==> src/rtl/rom_streamer_pkg.sv <==
package rom_streamer_pkg;

    // Position of the stream within the repeating frame.
    typedef enum logic [1:0] {
        PH_SILENT = 2'd0,
        PH_DATA   = 2'd1,
        PH_NULL   = 2'd2
    } phase_e;

    // What the sequencer asks the pad stage to do.
    typedef struct packed {
        logic drive;
        logic bit_val;
    } pad_req_t;

    // Pad value presented when the line is released.
    localparam logic RELEASED_LEVEL = 1'b1;

    // Width of a counter that must reach the value n.
    function automatic int unsigned cnt_width(input int unsigned n);
        return (n < 2) ? 1 : $clog2(n + 1);
    endfunction

endpackage

==> src/rtl/strobe_edge_detect.sv <==
module strobe_edge_detect #(
    parameter int unsigned SYNC_STAGES = 2
) (
    input  logic clk,
    input  logic rst,
    input  logic strobe_in,
    output logic edge_pulse
);
    localparam int unsigned MSB = SYNC_STAGES - 1;

    logic [SYNC_STAGES-1:0] sync_q;
    logic                   prev_q;

    generate
        if (SYNC_STAGES == 1) begin : g_single
            always_ff @(posedge clk) begin
                if (rst) sync_q <= '1;
                else     sync_q <= strobe_in;
            end
        end else begin : g_chain
            always_ff @(posedge clk) begin
                if (rst) sync_q <= '1;
                else     sync_q <= {sync_q[SYNC_STAGES-2:0], strobe_in};
            end
        end
    endgenerate

    // Reset to "already high" so a strobe high at reset is not an edge.
    always_ff @(posedge clk) begin
        if (rst) prev_q <= 1'b1;
        else     prev_q <= sync_q[MSB];
    end

    assign edge_pulse = sync_q[MSB] & ~prev_q;


    edge_one_cycle_chk: assert property (@(posedge clk) disable iff (rst)
        edge_pulse |=> !edge_pulse);

endmodule

==> src/rtl/stream_sequencer.sv <==
module stream_sequencer
    import rom_streamer_pkg::*;
#(
    parameter int unsigned ADDR_W     = 7,
    parameter int unsigned BYTE_W     = 8,
    parameter int unsigned SYNC_EDGES = 9
) (
    input  logic              clk,
    input  logic              rst,
    input  logic              restart,
    input  logic              edge_pulse,
    input  logic [BYTE_W-1:0] mem_rdata,
    output logic [ADDR_W-1:0] mem_addr,
    output phase_e            phase,
    output pad_req_t          pad_req
);
    localparam int unsigned CW = cnt_width(SYNC_EDGES);
    localparam int unsigned BW = cnt_width(BYTE_W - 1);
    localparam logic [CW-1:0] SYNC_LAST = CW'(SYNC_EDGES);
    localparam logic [BW-1:0] BIT_LAST  = BW'(BYTE_W - 1);

    logic [CW-1:0]     sync_cnt;
    logic [BW-1:0]     bit_idx;
    logic [BYTE_W-1:0] shreg;
    logic [ADDR_W-1:0] addr_q;
    phase_e            phase_q;

    always_ff @(posedge clk) begin
        if (rst || restart) begin
            phase_q  <= PH_SILENT;
            sync_cnt <= '0;
            bit_idx  <= '0;
            shreg    <= '0;
            addr_q   <= '0;
        end else if (edge_pulse) begin
            case (phase_q)
                PH_SILENT: begin
                    if (sync_cnt == SYNC_LAST) begin
                        phase_q <= PH_DATA;
                        shreg   <= mem_rdata;
                        bit_idx <= '0;
                    end else begin
                        sync_cnt <= sync_cnt + 1'b1;
                    end
                end
                PH_DATA: begin
                    if (bit_idx == BIT_LAST) begin
                        phase_q <= PH_NULL;
                        addr_q  <= addr_q + 1'b1;
                    end else begin
                        bit_idx <= bit_idx + 1'b1;
                        shreg   <= {shreg[BYTE_W-2:0], 1'b0};
                    end
                end
                PH_NULL: begin
                    phase_q <= PH_DATA;
                    shreg   <= mem_rdata;
                    bit_idx <= '0;
                end
                default: phase_q <= PH_SILENT;
            endcase
        end
    end

    assign mem_addr        = addr_q;
    assign phase           = phase_q;
    assign pad_req.drive   = (phase_q == PH_DATA);
    assign pad_req.bit_val = shreg[BYTE_W-1];


    addr_hold_chk: assert property (@(posedge clk) disable iff (rst)
        (!edge_pulse && !restart) |=> $stable(mem_addr));


    addr_step_chk: assert property (@(posedge clk) disable iff (rst)
        ((mem_addr != $past(mem_addr)) && !$past(restart))
            |-> (mem_addr == $past(mem_addr) + 1'b1));


    addr_fetch_chk: assert property (@(posedge clk) disable iff (rst)
        (edge_pulse && phase_q != PH_DATA && !restart) |=> $stable(mem_addr));

endmodule

==> src/rtl/pad_stage.sv <==
module pad_stage
    import rom_streamer_pkg::*;
(
    input  logic     clk,
    input  logic     rst,
    input  logic     enable,
    input  pad_req_t pad_req,
    output logic     pad_oe,
    output logic     pad_dat
);
    logic drive_now;

    assign drive_now = pad_req.drive & enable;

    always_ff @(posedge clk) begin
        if (rst) begin
            pad_oe  <= 1'b0;
            pad_dat <= RELEASED_LEVEL;
        end else begin
            pad_oe  <= drive_now;
            pad_dat <= drive_now ? pad_req.bit_val : RELEASED_LEVEL;
        end
    end

endmodule

==> src/rtl/rom_streamer.sv <==
module rom_streamer
    import rom_streamer_pkg::*;
#(
    parameter int unsigned ADDR_W      = 7,
    parameter int unsigned BYTE_W      = 8,
    parameter int unsigned SYNC_EDGES  = 9,
    parameter int unsigned SYNC_STAGES = 2
) (
    input  logic              clk,
    input  logic              rst,
    input  logic              enable,
    input  logic              restart,
    input  logic              strobe_in,
    output logic [ADDR_W-1:0] mem_addr,
    input  logic [BYTE_W-1:0] mem_rdata,
    output logic              pad_oe,
    output logic              pad_dat
);
    logic     edge_pulse;
    phase_e   phase;
    pad_req_t pad_req;

    strobe_edge_detect #(.SYNC_STAGES(SYNC_STAGES)) u_edge (
        .clk        (clk),
        .rst        (rst),
        .strobe_in  (strobe_in),
        .edge_pulse (edge_pulse)
    );

    stream_sequencer #(
        .ADDR_W     (ADDR_W),
        .BYTE_W     (BYTE_W),
        .SYNC_EDGES (SYNC_EDGES)
    ) u_seq (
        .clk        (clk),
        .rst        (rst),
        .restart    (restart),
        .edge_pulse (edge_pulse),
        .mem_rdata  (mem_rdata),
        .mem_addr   (mem_addr),
        .phase      (phase),
        .pad_req    (pad_req)
    );

    pad_stage u_pad (
        .clk     (clk),
        .rst     (rst),
        .enable  (enable),
        .pad_req (pad_req),
        .pad_oe  (pad_oe),
        .pad_dat (pad_dat)
    );


    silent_phase_chk: assert property (@(posedge clk) disable iff (rst)
        pad_oe |-> ($past(phase) == PH_DATA));


    restart_quiet_chk: assert property (@(posedge clk) disable iff (rst)
        $past(restart, 2) |-> !pad_oe);


    released_level_chk: assert property (@(posedge clk) disable iff (rst)
        ($past(phase) == PH_NULL) |-> (!pad_oe && pad_dat));

endmodule

==> config.mk <==
export PLATFORM = sky130hd
export DESIGN_NAME = rom_streamer
export DESIGN_NICKNAME = d
export VERILOG_FILES = /design/src/rtl/rom_streamer_pkg.sv /design/src/rtl/strobe_edge_detect.sv /design/src/rtl/stream_sequencer.sv /design/src/rtl/pad_stage.sv /design/src/rtl/rom_streamer.sv
export SDC_FILE = /design/constraint.sdc
export NUM_CORES = 1
export LEC_CHECK = 0
export CORE_MARGIN = 2
export CORE_UTILIZATION = 55
export DETAILED_ROUTE_END_ITERATION = 10
export PLACE_DENSITY_LB_ADDON = 0.15
export SYNTH_ARGS = -nofsm -noshare
export SYNTH_HDL_FRONTEND = slang
export SYNTH_SLANG_ARGS = --single-unit
export TNS_END_PERCENT = 30
==> constraint.sdc <==
create_clock -name clk -period 4.8 [get_ports clk]
set_input_delay 0.48 -clock clk [delete_from_list [all_inputs] [get_ports clk]]
set_output_delay 0.48 -clock clk [all_outputs]
set_load 0.03 [all_outputs]
==> summary.md, run 1 <==
| Metric | Value |
|---|---|
| Max Freq | `450 MHz` |
| Post-synthesis async set-or-reset flop share | `0%` |
| Main synth FF type | `dfxtp_1` |
| Worst slew margin | `41.0%` |
| GR Util All Layers | `21.3%` |
| Worst Hold End | `u_edge.sync_q[1]` |
| Syn_nets | `147` |
| CP Capture Type | `register` |
| Yosys synthesis warning count | `0` |
| Status | `finished, final reports clean` |
| Util after Layout | `70.9%` |
| Pwr Total | `431 uW` |
| GR met2 Demand/Resource | `33.3%` |
| Fin nets | `170` |
| Global-route wire length before repair | `4070 um` |
| Die width | `52.1 um` |
| Layout cells sized above 1 | `13.1%` |
| Worst-Margin Slew | `0.882 ns` |
| Number of DRC markers in iteration 0 | `16` |
| Peak VDD IR | `195 uV` |
| Most common cell after layout, fill and taps aside | `dfxtp_1` |
| Fin area | `0.00155 mm^2` |
| Die Span Y | `52.1 um` |
| Drt first pass iters | `5` |
| Vias in the first global route | `961` |
| Final setup vio count | `0` |
| Fin crit share | `46.3%` |
| Top delay family on crit path | `compound AO/OA/AOI/OAI gates` |
| Congestion Overflow GR | `0` |
| Distinct cells, synth | `31` |
| Clock buffer depth | `2` |
| Placed cell area | `0.00148 mm^2` |
| Setup crit start | `u_seq.bit_idx[0]` |
| RSZ-0062 raised after global routing | `false` |
| Inserted Diodes | `0` |
| RR Startpoint | `u_seq.bit_idx[0]` |
| Most used cell, CP | `ha_1` |
| Fin crit period | `2.22 ns` |
| Slowest CP cell | `a211oi_4` |
| WL final | `2240 um` |
| Clk slew on worst S/H paths | `0.09 ns` |
| Gates resized, CTS repair | `0` |
| Hold crit path type | `reg -> reg` |
| Cell Chain, Critical Path | `ha_1 > ha_1 > o21a_1 > a211oi_4 > nor2_1 > a211oi_2` |
| Cells after synthesis | `129` |
| Most frequent cells in the layout | `dfxtp_1 (29), clkdlybuf4s50_1 (21), nor2_1 (20), nand2_1 (9)` |
| Initial Util | `58.1%` |
| Clk_skew | `0.00581 ns` |
| Number of synthesized flops with an enable pin | `0` |
| Met3 Usage GRT | `8.91%` |
| GR Util met1 | `23.5%` |
| # IOs | `22` |
| Htree depth | `2` |
| CTS root buf | `clkbuf_4` |
| Gpl congestion | `0.788` |
| IO buf count | `21` |
| R2R cell count | `6` |
| Largest net degree at the start of global routing | `24` |
| Area Growth Syn to Fin | `22.1%` |
| Average wire per cell in the routed design | `12.4 um` |
| CP Launch Type | `register` |
| CTS Sinks | `29` |
| GR peak layer | `met2` |
| Setup Total Neg Slack | `0 ns` |
| Via count | `989` |
| Hpwl dp | `1620 um` |
| TritonCTS clock tree | `yes` |
| Yosys reg bits | `29` |
| Post-synthesis sequential area ratio | `45.6%` |
| Final ANT Viol Nets | `0` |
| Post-Syn Area | `0.00127 mm^2` |
| Crit-path max FO | `23` |
| Initial antenna violation count | `0` |
| Clock Latency Late Sink | `0.33 ns` |
| Worst R2R Setup Slack | `2.58 ns` |
| Static Leak | `0.000616 uW` |
| Avg Inst Size Synth | `9.86 um^2` |
| Via density | `5.46` |
| Die area | `0.00271 mm^2` |
| Critical R2R Capture | `u_seq.shreg[3]` |
| DR DRC count | `0` |
| CP peak stage delay | `0.75 ns` |
| CP arrival | `2.48 ns` |
| Max-cap violations | `0` |
| Row cnt | `17` |
| CP bufs+invs | `0` |
| Critical Path RT | `5.05 ns` |
| TritonCTS Buffers | `5` |
| Power density cells | `278 mW/mm^2` |
| Core area | `0.00219 mm^2` |
| Hold_ws | `0.421 ns` |
| Post CTS Setup Buffer Count | `0` |
| Final Slew Violations | `0` |
| Critical path type | `reg -> reg` |
| CTS Hold Buffers Added | `0` |
| Count of final hold-check violations | `0` |
| Worst hold path stage count | `1` |
| Min-delay src | `u_edge.sync_q[0]` |
## worst max path at each step
stage	to	slack (ns)	depth (start not counted)
6_report	u_seq.shreg[3]	2.58	6
5_1_grt	u_seq.shreg[1]	2.34	6
3_3_place_gp	u_seq.shreg[7]	2.70	6
2_1_floorplan	u_seq.shreg[3]	3.12	7
4_1_cts	u_seq.shreg[3]	2.59	6
3_5_place_dp	u_seq.shreg[3]	2.59	6
## state kept, by name (all words and copies together), names as in the netlist
| signal | cells |
|---|---|
| u_seq.shreg | 8 |
| u_seq.mem_addr | 7 |
| u_seq.sync_cnt | 4 |
| u_seq.bit_idx | 3 |
| u_edge.sync_q | 2 |
| u_seq.phase | 2 |
| u_edge.prev_q | 1 |
| u_pad.pad_dat | 1 |
| u_pad.pad_oe | 1 |
## routing by layer
layer | vias to the layer above | part of all wire, %
met4 | 0 | 2.3
met3 | 8 | 4.3
met2 | 17 | 51
met1 | 466 | 42
li1 | 498 | -
met5 | - | 0
## kinds of logic after synthesis
logic type	count (synthesis)	share of synthesized area [%]
xor gates and xnor gates	9	6.20
adders and majority gates	5	4.92
AOI/OAI and AO/OA	18	11.7
and+or+nand+nor	55	23.1
muxes	7	5.51
buffers and inverters	6	2.95
DFF	29	45.6
## Yosys cell counts (2+ instances only)
library cell  count  area share [%]
buf_4             2             1.2
nand4_1           4             2.0
a211oi_1          3             1.8
clkbuf_1          2            0.59
nor2_1           20             5.9
a21oi_1           4             1.6
nand2b_1          3             1.5
mux2i_1           7             5.5
a211oi_2          4             3.9
o21ai_0           4             1.6
ha_1              5             4.9
or2_2             4             2.0
nand3_1           6             2.4
xor2_1            7             4.8
nand2_1           9             2.7
dfxtp_1          29              46
xnor2_1           2             1.4
## power by group
group | internal, uW | switching (uW) | total, uW
Combinational | 11.6 | 7.90 | 19.5
Sequential | 242 | 0.805 | 242
Clock | 84.7 | 84.9 | 170
Total | 338 | 93.6 | 431
## layout make-up
class / instances / area (um^2)
multi-input cells: 94 / 654
fillers: 170 / 637
flip-flops and latches: 29 / 581
repair buffers: 21 / 210
clock buffers: 7 / 65.1
well taps: 28 / 35.0
clock inverters: 1 / 5.00
inverters: 1 / 3.75
## worst reg2reg max path: stages, from the launching register on
cell and delay [ns]:
dfxtp_1 0.34, ha_1 0.21, ha_1 0.27, o21a_1 0.23
a211oi_4 0.75, nor2_1 0.12, a211oi_2 0.24
## through the flow
stage,instances,worst slack (ns)
4_1_cts,181,2.59
5_1_grt,181,2.34
6_report,181,2.58
3_3_place_gp,173,2.70
2_1_floorplan,129,3.12
3_5_place_dp,173,2.59
(Power assumes the default switching activity.)
==> run 2: changes to the inputs <==
--- a/config.mk
+++ b/config.mk
@@ -6,7 +6,7 @@
 export NUM_CORES = 1
 export LEC_CHECK = 0
 export CORE_MARGIN = 2
-export CORE_UTILIZATION = 55
+export CORE_UTILIZATION = 51
 export DETAILED_ROUTE_END_ITERATION = 10
 export PLACE_DENSITY_LB_ADDON = 0.15
 export SYNTH_ARGS = -nofsm -noshare
==> constraint.sdc (replaced) <==
create_clock -name clk -period 2.1 [get_ports clk]
set_input_delay 0.21 -clock clk [delete_from_list [all_inputs] [get_ports clk]]
set_output_delay 0.21 -clock clk [all_outputs]
set_load 0.03 [all_outputs]
==> run 2 against run 1 <==
  * Fmax up 18%
  * Routed wire length shrank 1.5%
  * Sequential cell count is the same
  * Final area rose by 1.1%
  * Critical path type unchanged
  * Largest power group unchanged
  * Highest routed layer unchanged
==> summary.md, run 2 (synthesis results as in run 1) <==
| Metric | Value |
|---|---|
| Initial Util | `52.8%` |
| Clk slew on worst S/H paths | `0.09 ns` |
| Crit-path max FO | `23` |
| # IOs | `22` |
| Worst hold path stage count | `1` |
| Worst Hold End | `u_edge.sync_q[1]` |
| Most frequent cells in the layout | `dfxtp_1 (29), clkdlybuf4s50_1 (21), nor2_1 (20), nand2_1 (9)` |
| Status | `finished, final reports clean` |
| Fin nets | `172` |
| Fin area | `0.00157 mm^2` |
| CP Capture Type | `register` |
| Most used cell, CP | `ha_1` |
| Most flops, register | `u_seq.shreg` |
| CTS Sinks | `29` |
| CP bufs+invs | `1` |
| Final worst slack | `0.222 ns` |
| Die width | `54.0 um` |
| CP peak stage delay | `0.33 ns` |
| Post CTS Setup Buffer Count | `0` |
| Die area | `0.00291 mm^2` |
| Min-delay src | `u_edge.sync_q[0]` |
| Drt first pass iters | `5` |
| Critical R2R Capture | `u_seq.shreg[2]` |
| Htree depth | `2` |
| Slowest CP cell | `dfxtp_1` |
| Hold_ws | `0.436 ns` |
| Layout cells sized above 1 | `14.2%` |
| Final ANT Viol Nets | `0` |
| Area Growth Syn to Fin | `23.5%` |
| Most common cell after layout, fill and taps aside | `dfxtp_1` |
| CP arrival | `2.11 ns` |
| Critical path type | `reg -> reg` |
| Top delay family on crit path | `compound AO/OA/AOI/OAI gates` |
| Inserted Diodes | `0` |
| Worst-Margin Slew | `0.572 ns` |
| Die Span Y | `54.0 um` |
| R2R cell count | `7` |
| Worst slew margin | `61.9%` |
| IO buf count | `21` |
| DR DRC count | `0` |
| CTS root buf | `clkbuf_4` |
| Max reg flops | `8` |
| Row cnt | `18` |
| Cell Chain, Critical Path | `ha_1 > ha_1 > o21a_1 > a211oi_4 > buf_4 > nor2_1 > a211oi_1` |
| Clock Latency Late Sink | `0.32 ns` |
| WL final | `2210 um` |
| Global-route wire length before repair | `3640 um` |
| Pre-CTS WS | `0.237 ns` |
| Congestion Overflow GR | `0` |
| Setup Total Neg Slack | `0 ns` |
| Hold crit path type | `reg -> reg` |
| Static Leak | `0.000626 uW` |
| Vias in the first global route | `874` |
| Clk_skew | `0.00866 ns` |
| Clock buffer depth | `2` |
| Fin crit period | `1.88 ns` |
| Largest net degree at the start of global routing | `24` |
| Core area | `0.00241 mm^2` |
| TritonCTS Buffers | `5` |
| Final setup vio count | `0` |
| Gates resized, CTS repair | `0` |
| Peak VDD IR | `538 uV` |
| Gpl congestion | `0.730` |
| Initial antenna violation count | `0` |
| TritonCTS clock tree | `yes` |
| Via count | `969` |
| Fin crit share | `89.4%` |
| Power density cells | `624 mW/mm^2` |
| Final Slew Violations | `0` |
| Max-cap violations | `0` |
| GR Util All Layers | `17.9%` |
| Hpwl dp | `1540 um` |
| Layout fillers | `207` |
| Count of final hold-check violations | `0` |
| Max Freq | `533 MHz` |
| Average wire per cell in the routed design | `11.9 um` |
| Number of DRC markers in iteration 0 | `14` |
| RSZ-0062 raised after global routing | `false` |
| Placed cell area | `0.00150 mm^2` |
| Critical Path RT | `2.33 ns` |
| CP Launch Type | `register` |
| CTS Hold Buffers Added | `0` |
| RR Startpoint | `u_seq.bit_idx[0]` |
| Worst R2R Setup Slack | `0.22 ns` |
| Via density | `5.24` |
| Util after Layout | `65.2%` |
-- run 2: report_power, final --
group	switching, uW	internal, uW
Sequential	1.90	552
Clock	188	194
Combinational	18.3	26.5
-- run 2: layout make-up --
type                       count  area, um^2  share of cell area [%]
clock buffer                   7        65.1                    4.14
tap                           30        37.5                    2.39
clock inverter                 1        5.00                   0.318
multi-input combinational     94         654                    41.6
inverter                       1        3.75                   0.239
timing repair buffer          23         225                    14.3
sequential                    29         581                    36.9
-- run 2: worst max path at each step --
stage                                start              to  slack, ns  cells after the start
after global placement    u_seq.bit_idx[0]  u_seq.shreg[7]       0.32                      7
after floorplan           u_seq.bit_idx[0]  u_seq.shreg[3]       0.42                      7
after CTS                 u_seq.bit_idx[0]  u_seq.shreg[6]       0.21                      7
after global routing      u_seq.bit_idx[0]  u_seq.shreg[1]       0.06                      7
final                     u_seq.bit_idx[0]  u_seq.shreg[2]       0.22                      7
after detailed placement  u_seq.bit_idx[0]  u_seq.shreg[6]       0.24                      7
-- run 2: stage by stage --
stage | instances | power, uW
finish | 185 | 981
floorplan | 129 | 585
global route | 185 | 1020
detailed placement | 177 | 612
CTS | 185 | 996
global placement | 177 | 611
-- run 2: routing by layer --
layer / global-route usage, % / routed length (um) / vias up
met5: 0 / 0 / -
met4: 8.97 / 42 / 0
met3: 5.83 / 127 / 7
met2: 29.3 / 1020 / 24
met1: 20.9 / 1020 / 437
li1: - / - / 501
